--- config.mk ---
export PLATFORM = sky130hd
export DESIGN_NAME = tmr_pair
export DESIGN_NICKNAME = d
export VERILOG_FILES = /design/src/rtl/tmr_pair.sv
export SDC_FILE = /design/constraint.sdc
export NUM_CORES = 1
export LEC_CHECK = 0
export BUFFER_PORTS_ARGS = -buffer_cell sky130_fd_sc_hd__buf_2
export CAP_MARGIN = 40
export CORE_MARGIN = 2
export CORE_UTILIZATION = 40
export DETAILED_ROUTE_END_ITERATION = 8
export GPL_TIMING_DRIVEN = 0
export PLACE_DENSITY_LB_ADDON = 0.05
export SLEW_MARGIN = 20
export SYNTH_ARGS = -nofsm -noshare
export SYNTH_HDL_FRONTEND = slang
export SYNTH_SLANG_ARGS = --single-unit
--- constraint.sdc ---
create_clock -name clk -period 3.8 [get_ports clk]
set_clock_uncertainty 0.15 [all_clocks]
set_input_delay 0.19 -clock clk [delete_from_list [all_inputs] [get_ports clk]]
set_output_delay 0.19 -clock clk [all_outputs]
set_load 0.01 [all_outputs]
--- src/rtl/tmr_pair.sv ---
module tmr_pair #(
  parameter int DIV_SLOW = 12,
  parameter int DIV_FAST = 4
) (
  input  logic       clk,
  input  logic       rst_n,
  input  logic       reg_we,
  input  logic [2:0] reg_addr,
  input  logic [7:0] reg_wdata,
  output logic [7:0] reg_rdata,
  input  logic [1:0] cnt_pin,
  input  logic [1:0] gate_pin,
  output logic [1:0] ovf_pulse
);
  localparam int PW = $clog2(DIV_SLOW);
  localparam logic [2:0] A_MODE = 3'd0, A_CTRL = 3'd1, A_LO0 = 3'd2,
                         A_HI0 = 3'd3, A_LO1 = 3'd4, A_HI1 = 3'd5;

  logic [7:0] mode_q, lo0, hi0, lo1, hi1;
  logic [1:0] run_q, flag_q, ovf_q, smp_q, old_q, fall;
  logic       fast_q, tick;
  logic [PW-1:0] pre_q;

  function automatic logic [16:0] step(input logic [1:0] m, input logic [7:0] h, input logic [7:0] l);
    case (m)
      2'd0: if (l[4:0] == 5'h1f) return {h == 8'hff, h + 8'd1, l[7:5], 5'd0};
            else return {1'b0, h, l[7:5], l[4:0] + 5'd1};
      2'd1: return {1'b0, h, l} + 17'd1;
      2'd2: if (l == 8'hff) return {1'b1, h, h};
            else return {1'b0, h, l + 8'd1};
      default: if (l == 8'hff) return {1'b1, h, 8'h00};
               else return {1'b0, h, l + 8'd1};
    endcase
  endfunction

  wire [PW-1:0] div_m1 = fast_q ? PW'(DIV_FAST - 1) : PW'(DIV_SLOW - 1);
  assign tick = pre_q >= div_m1;
  assign fall = old_q & ~smp_q;

  wire [1:0] m0 = mode_q[1:0];
  wire [1:0] m1 = mode_q[5:4];
  wire en0 = run_q[0] & (~mode_q[3] | gate_pin[0]);
  wire en1 = run_q[1] & (~mode_q[7] | gate_pin[1]);
  wire adv0 = en0 & (mode_q[2] ? fall[0] : tick);
  wire adv1 = en1 & (mode_q[6] ? fall[1] : tick) & (m1 != 2'd3);
  wire split = (m0 == 2'd3);
  wire adv_h0 = split & run_q[1] & tick;

  wire [16:0] nx0 = step(m0, hi0, lo0);
  wire [16:0] nx1 = step(m1, hi1, lo1);
  wire evt0 = adv0 & nx0[16];
  wire evt1 = adv1 & nx1[16];
  wire evt_h = adv_h0 & (hi0 == 8'hff);
  wire [1:0] fset = {split ? evt_h : evt1, evt0};

  wire wr_mode = reg_we && reg_addr == A_MODE;
  wire wr_ctrl = reg_we && reg_addr == A_CTRL;
  wire wr_lo0  = reg_we && reg_addr == A_LO0;
  wire wr_hi0  = reg_we && reg_addr == A_HI0;
  wire wr_lo1  = reg_we && reg_addr == A_LO1;
  wire wr_hi1  = reg_we && reg_addr == A_HI1;

  always_ff @(posedge clk) begin
    if (!rst_n) begin
      mode_q <= '0; run_q <= '0; fast_q <= 1'b0; flag_q <= '0; ovf_q <= '0;
      lo0 <= '0; hi0 <= '0; lo1 <= '0; hi1 <= '0;
      pre_q <= '0; smp_q <= '0; old_q <= '0;
    end else begin
      pre_q <= tick ? '0 : pre_q + 1'b1;
      smp_q <= cnt_pin;
      old_q <= smp_q;
      ovf_q <= {evt1, evt0};
      if (wr_mode) mode_q <= reg_wdata;
      if (wr_ctrl) begin
        run_q  <= reg_wdata[1:0];
        fast_q <= reg_wdata[2];
      end
      for (int i = 0; i < 2; i++)
        flag_q[i] <= fset[i] | (wr_ctrl ? reg_wdata[6+i] : flag_q[i]);

      if (wr_lo0)      lo0 <= reg_wdata;
      else if (adv0)   lo0 <= nx0[7:0];
      if (wr_hi0)      hi0 <= reg_wdata;
      else if (adv_h0) hi0 <= hi0 + 8'd1;
      else if (adv0)   hi0 <= nx0[15:8];
      if (wr_lo1)      lo1 <= reg_wdata;
      else if (adv1)   lo1 <= nx1[7:0];
      if (wr_hi1)      hi1 <= reg_wdata;
      else if (adv1)   hi1 <= nx1[15:8];
    end
  end

  always_comb begin
    case (reg_addr)
      A_MODE:  reg_rdata = mode_q;
      A_CTRL:  reg_rdata = {flag_q, 3'b000, fast_q, run_q};
      A_LO0:   reg_rdata = lo0;
      A_HI0:   reg_rdata = hi0;
      A_LO1:   reg_rdata = lo1;
      A_HI1:   reg_rdata = hi1;
      default: reg_rdata = 8'h00;
    endcase
  end

  assign ovf_pulse = ovf_q;
endmodule

==> metrics.txt, run 1 <==
Hold Fails Final Rpt 0; ANT nets after route 0; Synth Register Bits 55; worst hold start reg_wdata[3]; Fin Setup TNS 0 ps; Tot Pwr 1.133 mW; most common cell in the synthesized netlist dfxtp_1; global-route wire length before repair 22670 um; Max Slew Vio Count 0; crit-path max FO 8; num ports 28; Final Wtd Congestion 0.9464; clk buf depth 2; Int Pwr 0.7862 mW; Min-Delay Path Class in2reg; Slew HR 47.92%; CTS clk-pin slew, worst paths 100 ps; leading area contributor after synthesis dfxtp_1; first-pass detailed-route iteration total 6; routed length per instance 21.48 um; Post-DP HPWL 10860 um; Pleak 1.575 nW; Post-CTS Setup Bufs 0; Fmax achieved 334.9 MHz; Num CTS Buffers 5; # hold bufs at CTS 3; P&R area growth vs syn 10.90%; Inserted Diodes 0; nets 580; Post-synth EDFFs 0; die height 103.9 um; Seq pwr share 55.0%; top cell type's share of synthesized area 27.56%; CP startpoint lo0[0]; Async S/R FF share, synth 0%; ratio of cells with drive above 1 in the final layout 11.33%; PD cells 255.7 mW/mm^2; Iter 0 DRT Violations 453; sw frac 30.60%; WHS Endpoint mode_q[3]; worst r2r src lo0[0]; smallest hold slack 22.32 ps; Routed WL 14800 um; Total GRT Usage 26.88%; drt drc 0; WHS Path Cells 3; routed vias/inst 6.353; Clock Sinks 55; status finished, final reports clean; Worst Path Required 3890 ps; top cells by count, synth 55 x dfxtp_1, 51 x nand2_1, 39 x nor2_1, 32 x a21oi_1, 24 x clkbuf_1; fin cells 689; crit path DAT 3080 ps; Post-Syn Instances 516; level count of the clock H-tree 2; clock power share 30.9%; max_cap viols 0; synthesized cell area 0.003995 mm^2; PortBufs 27; Synth Area per Inst 7.742 um^2; initial antenna violation count 0; crit end category flip-flop; core footprint 0.009729 mm^2; filler cell count 1041; clk_lat worst skew 330 ps; Worst R2R Setup Slack 810 ps; largest net degree at the start of global routing 19; CTS tree done; Synth Flop Type dfxtp_1; Switch Pwr 0.3466 mW; Tcrit/Tclk final 78.57%; reg2reg path depth 8; RSZ-0062 raised after global routing false; Worst Tran Pin Value 781.2 ps; cts repair resizes 0; sequential share of the synthesized area 27.56%; Max VDD drop 0.0001735 V; Gate power share 14.1%; Reg-to-Reg End hi0[0]; Post-DP Area 0.004302 mm^2; DIE AREA 0.01080 mm^2; Initial Utilization 41.06%; synthesis warning total 0; post-synthesis cell type count 69; Via Count 4377; pre-CTS WS 874.5 ps; Setup Viol. Count Final 0; vias in the first global route 3894; final core area utilization 45.54%; Die X-Extent 103.9 um; final instance area 0.004431 mm^2; dpl cells 677; grt total ovfl 0; Worst Setup Start Kind flip-flop; # rows 36; Area contributors post-synth dfxtp_1 28%, nand2_1 4.8%, a21oi_1 4.0%; Tmin final 2986 ps; Synth Net Count 541; Final WS setup 814.3 ps; Crit Path Category reg2reg; CTS root buf clkbuf_8
==> worst max-delay path, cell delays in order, from the launching register on <==
cell       delay, ps
dfxtp_1          450
ha_1             330
and3_1           190
ha_1             240
o21bai_4          90
a2111oi_4        400
a31oi_1          240
or4_1            540
a311oi_1         250
==> flip-flops by register name, summed over array words and instances (netlist names) <==
signal	cells
fast_q	1
flag_q	2
hi0	8
hi1	8
lo0	8
lo1	8
mode_q	8
old_q	2
ovf_pulse	2
pre_q	4
run_q	2
smp_q	2
==> layout make-up <==
| cell class | instances | area (um^2) | share of cell area, % |
|---|---|---|---|
| multi-input cells | 413 | 2701 | 60.97 |
| repair buffers | 32 | 177.7 | 4.010 |
| clock inverters | 3 | 22.52 | 0.5083 |
| well taps | 133 | 166.4 | 3.756 |
| inverters | 15 | 56.30 | 1.271 |
| plain buffers | 33 | 136.4 | 3.078 |
| clock buffers | 5 | 68.82 | 1.553 |
| flip-flops and latches | 55 | 1101 | 24.85 |
==> per-layer routing <==
metal	track usage, %	wire length, um
met5	0	0
met4	5.212	203
met3	5.576	1346
met2	39.94	6360
met1	40.10	6887
==> placed cells by master, fill, tap and decap left out, types with 11 or more instances in the layout <==
cell type,Yosys,final
nor3_1,13,13
inv_1,15,15
nor2_1,39,39
nand2_1,51,51
nand3_1,23,23
dfxtp_1,55,55
and3_1,15,15
a21oi_1,32,32
buf_2,3,31
and2_1,12,12
clkbuf_1,24,24
mux2i_1,13,13
and4_1,11,11
a31oi_1,11,11
o21ai_0,23,23
==> cell families (layout without fill, tap and decap cells) <==
group / after synthesis / in the layout / share of synthesized area (%)
AOI/OAI and AO/OA: 160 / 160 / 28.78
DFF: 55 / 55 / 27.56
adders and majority gates: 7 / 7 / 2.192
xor gates and xnor gates: 11 / 11 / 2.412
muxes: 23 / 23 / 6.358
buffers and inverters: 48 / 88 / 4.823
and+or+nand+nor: 212 / 212 / 27.87
==> power by group through the flow <==
stage                     Combinational, mW  Sequential (mW)  Clock [mW]
final                                 0.160            0.623       0.350
after global routing                  0.173            0.625       0.383
after CTS                             0.156            0.622       0.361
after detailed placement              0.154            0.635           0
after global placement                0.152            0.635           0
after floorplan                      0.0968            0.624           0
==> how the worst max path moves through the flow <==
stage             end
2_1_floorplan  hi0[0]
3_3_place_gp   hi0[0]
3_5_place_dp   hi0[0]
4_1_cts        hi0[0]
5_1_grt        hi0[4]
6_report       hi0[0]
(Power assumes the default switching activity.)
==> inputs of run 2 (changes only) <==
Clock period 3.8 ns to 2.5 ns, I/O delays scaled along.
==> run 2 against run 1 <==
First-iteration DRC count fell by 11%; combinational power grew 62%; clock power increased by 64%; sequential share of layout area down 1.1 points; non-clock buffer count is 13 higher; sequential power increased by 52%; global-route usage increased by 0.61 points; critical path depth rose by 1; utilization grew 2.6 points; setup slack worse by 780 ps; die area unchanged; wire length up 1.7%; critical endpoint unchanged.
==> metrics.txt, run 2 (same netlist as run 1, synthesis figures left out) <==
status finished, final reports clean; Total GRT Usage 27.49%; Tmin final 2465 ps; vias in the first global route 4137; CP max-delay cell or4_1; CTS clk-pin slew, worst paths 120 ps; P&R area growth vs syn 17.32%; most frequent CP cell ha_4; global-route wire length before repair 23330 um; DIE AREA 0.01080 mm^2; critical-path cell list ha_4 > and3_4 > ha_4 > o21bai_4 > a2111oi_4 > buf_4 > a31oi_4 > or4_1 > a311oi_2; drt drc 0; Final WS setup 34.78 ps; worst r2r src lo0[0]; Reg-to-Reg End hi0[0]; grt total ovfl 0; Slew HR 47.55%; nets 593; routed vias/inst 6.312; crit end category flip-flop; Max VDD drop 0.0002267 V; fin cells 702; WHS Endpoint mode_q[1]; Via Count 4431; first-pass detailed-route iteration total 5; Initial Utilization 41.06%; Setup Viol. Count Final 0; # rows 36; Worst Tran Pin Value 786.8 ps; largest net degree at the start of global routing 19; Max Slew Vio Count 0; Tcrit/Tclk final 98.61%; ANT nets after route 0; Crit Path Category reg2reg; Iter 0 DRT Violations 403; Tot Pwr 1.779 mW; highest-count cells in the layout ignoring fill and taps 51 x nand2_1, 51 x dfxtp_1, 39 x nor2_1, 31 x a21oi_1, 29 x buf_2; Hold Fails Final Rpt 0; filler cell count 1037; Worst R2R Setup Slack 30 ps; worst hold start reg_wdata[1]; RSZ-0062 raised after global routing true; pre-CTS WS -349.0 ps; CTS root buf clkbuf_8; PortBufs 27; Num CTS Buffers 5; family with the most delay on the worst path simple AND/OR/NAND/NOR gates; Fmax achieved 405.6 MHz; Clock Sinks 55; Pleak 1.664 nW; WHS Path Cells 3; smallest hold slack 67.91 ps; Buf/Inv on CP 1; initial antenna violation count 0; crit-path max cell delay 560 ps; routed length per instance 21.44 um; max_cap viols 0; reg2reg path depth 9; Die X-Extent 103.9 um; CTS tree done; Worst Setup Start Kind flip-flop; ratio of cells with drive above 1 in the final layout 15.47%; clk_lat worst skew 320 ps; Final Wtd Congestion 0.9497; dpl cells 677; Worst Path Required 2580 ps; num ports 28; Inserted Diodes 0; Post-DP HPWL 10940 um; level count of the clock H-tree 2; routed wire length on met3 1422 um; clk buf depth 2; crit-path max FO 8; Met2 Routed Length 6435 um; core footprint 0.009729 mm^2; PD cells 379.5 mW/mm^2; Min-Delay Path Class in2reg; die height 103.9 um; Routed WL 15050 um; top routing layer in use met4; crit path DAT 2550 ps; Met1 Routed Length 6928 um
==> run 2: cell count changes in the layout (fill, tap and decap cells not counted), moves of 3 or more <==
cell           delta
buf_4             +8
dlygate4sd3_1     +7
ha_1              -3
dfxtp_1           -4
==> run 2: worst max path at each step <==
stage,startpoint,cells after the start,to,slack (ps)
2_1_floorplan,lo0[0],8,hi0[0],10
3_3_place_gp,lo0[0],8,hi0[6],-320
3_5_place_dp,lo0[0],8,hi0[6],-350
4_1_cts,lo0[2],9,hi0[0],7
5_1_grt,lo0[1],9,hi0[0],-50
6_report,lo0[0],9,hi0[0],30
==> run 2: worst register-to-register path, stage by stage, from the launching register on <==
cell	delay, ps
dfxtp_4	380
ha_4	140
and3_4	200
ha_4	160
o21bai_4	70
a2111oi_4	180
buf_4	200
a31oi_4	70
or4_1	570
a311oi_2	270
==> run 2: per-stage QoR <==
stage / TNS [ps] / cell area [um^2] / utilization, %
2_1_floorplan: 0 / 4014 / -
3_3_place_gp: -2197 / 4315 / 44.35
3_5_place_dp: -1827 / 4320 / 44.41
4_1_cts: 0 / 4599 / 47.27
5_1_grt: -54.58 / 4687 / 48.17
6_report: 0 / 4687 / 48.17
==> run 2: cell type report <==
cell class	count	area [um^2]	share of cell area [%]
Multi-Input combinational cell	413	2808	59.90
Inverter	15	56.30	1.201
Buffer	31	137.6	2.936
Sequential cell	55	1111	23.71
Clock inverter	2	17.52	0.3737
Tap cell	133	166.4	3.550
Timing Repair Buffer	47	307.8	6.567
Clock buffer	6	82.58	1.762
==> run 2: per-layer routing <==
metal	global-route usage [%]	up-vias
met4	5.212	0
met1	39.76	2113
met2	41.73	217
met3	6.704	28
li1	-	2073
met5	0	-
==> run 2: timing repair <==
item	in CTS	in global routing
hold buffers	10	0
pin swaps	5	4
setup buffers	7	1
hold endpoints to repair	12	0
gates resized for setup	11	18
endpoints found under the setup margin	13	14
gates cloned	0	0
==> run 2: power breakdown <==
group | leakage (nW) | internal [mW] | switching [mW] | total, mW
Clock | 0.0522 | 0.234 | 0.341 | 0.574
Sequential | 0.450 | 0.904 | 0.0417 | 0.945
Combinational | 1.16 | 0.0996 | 0.159 | 0.259
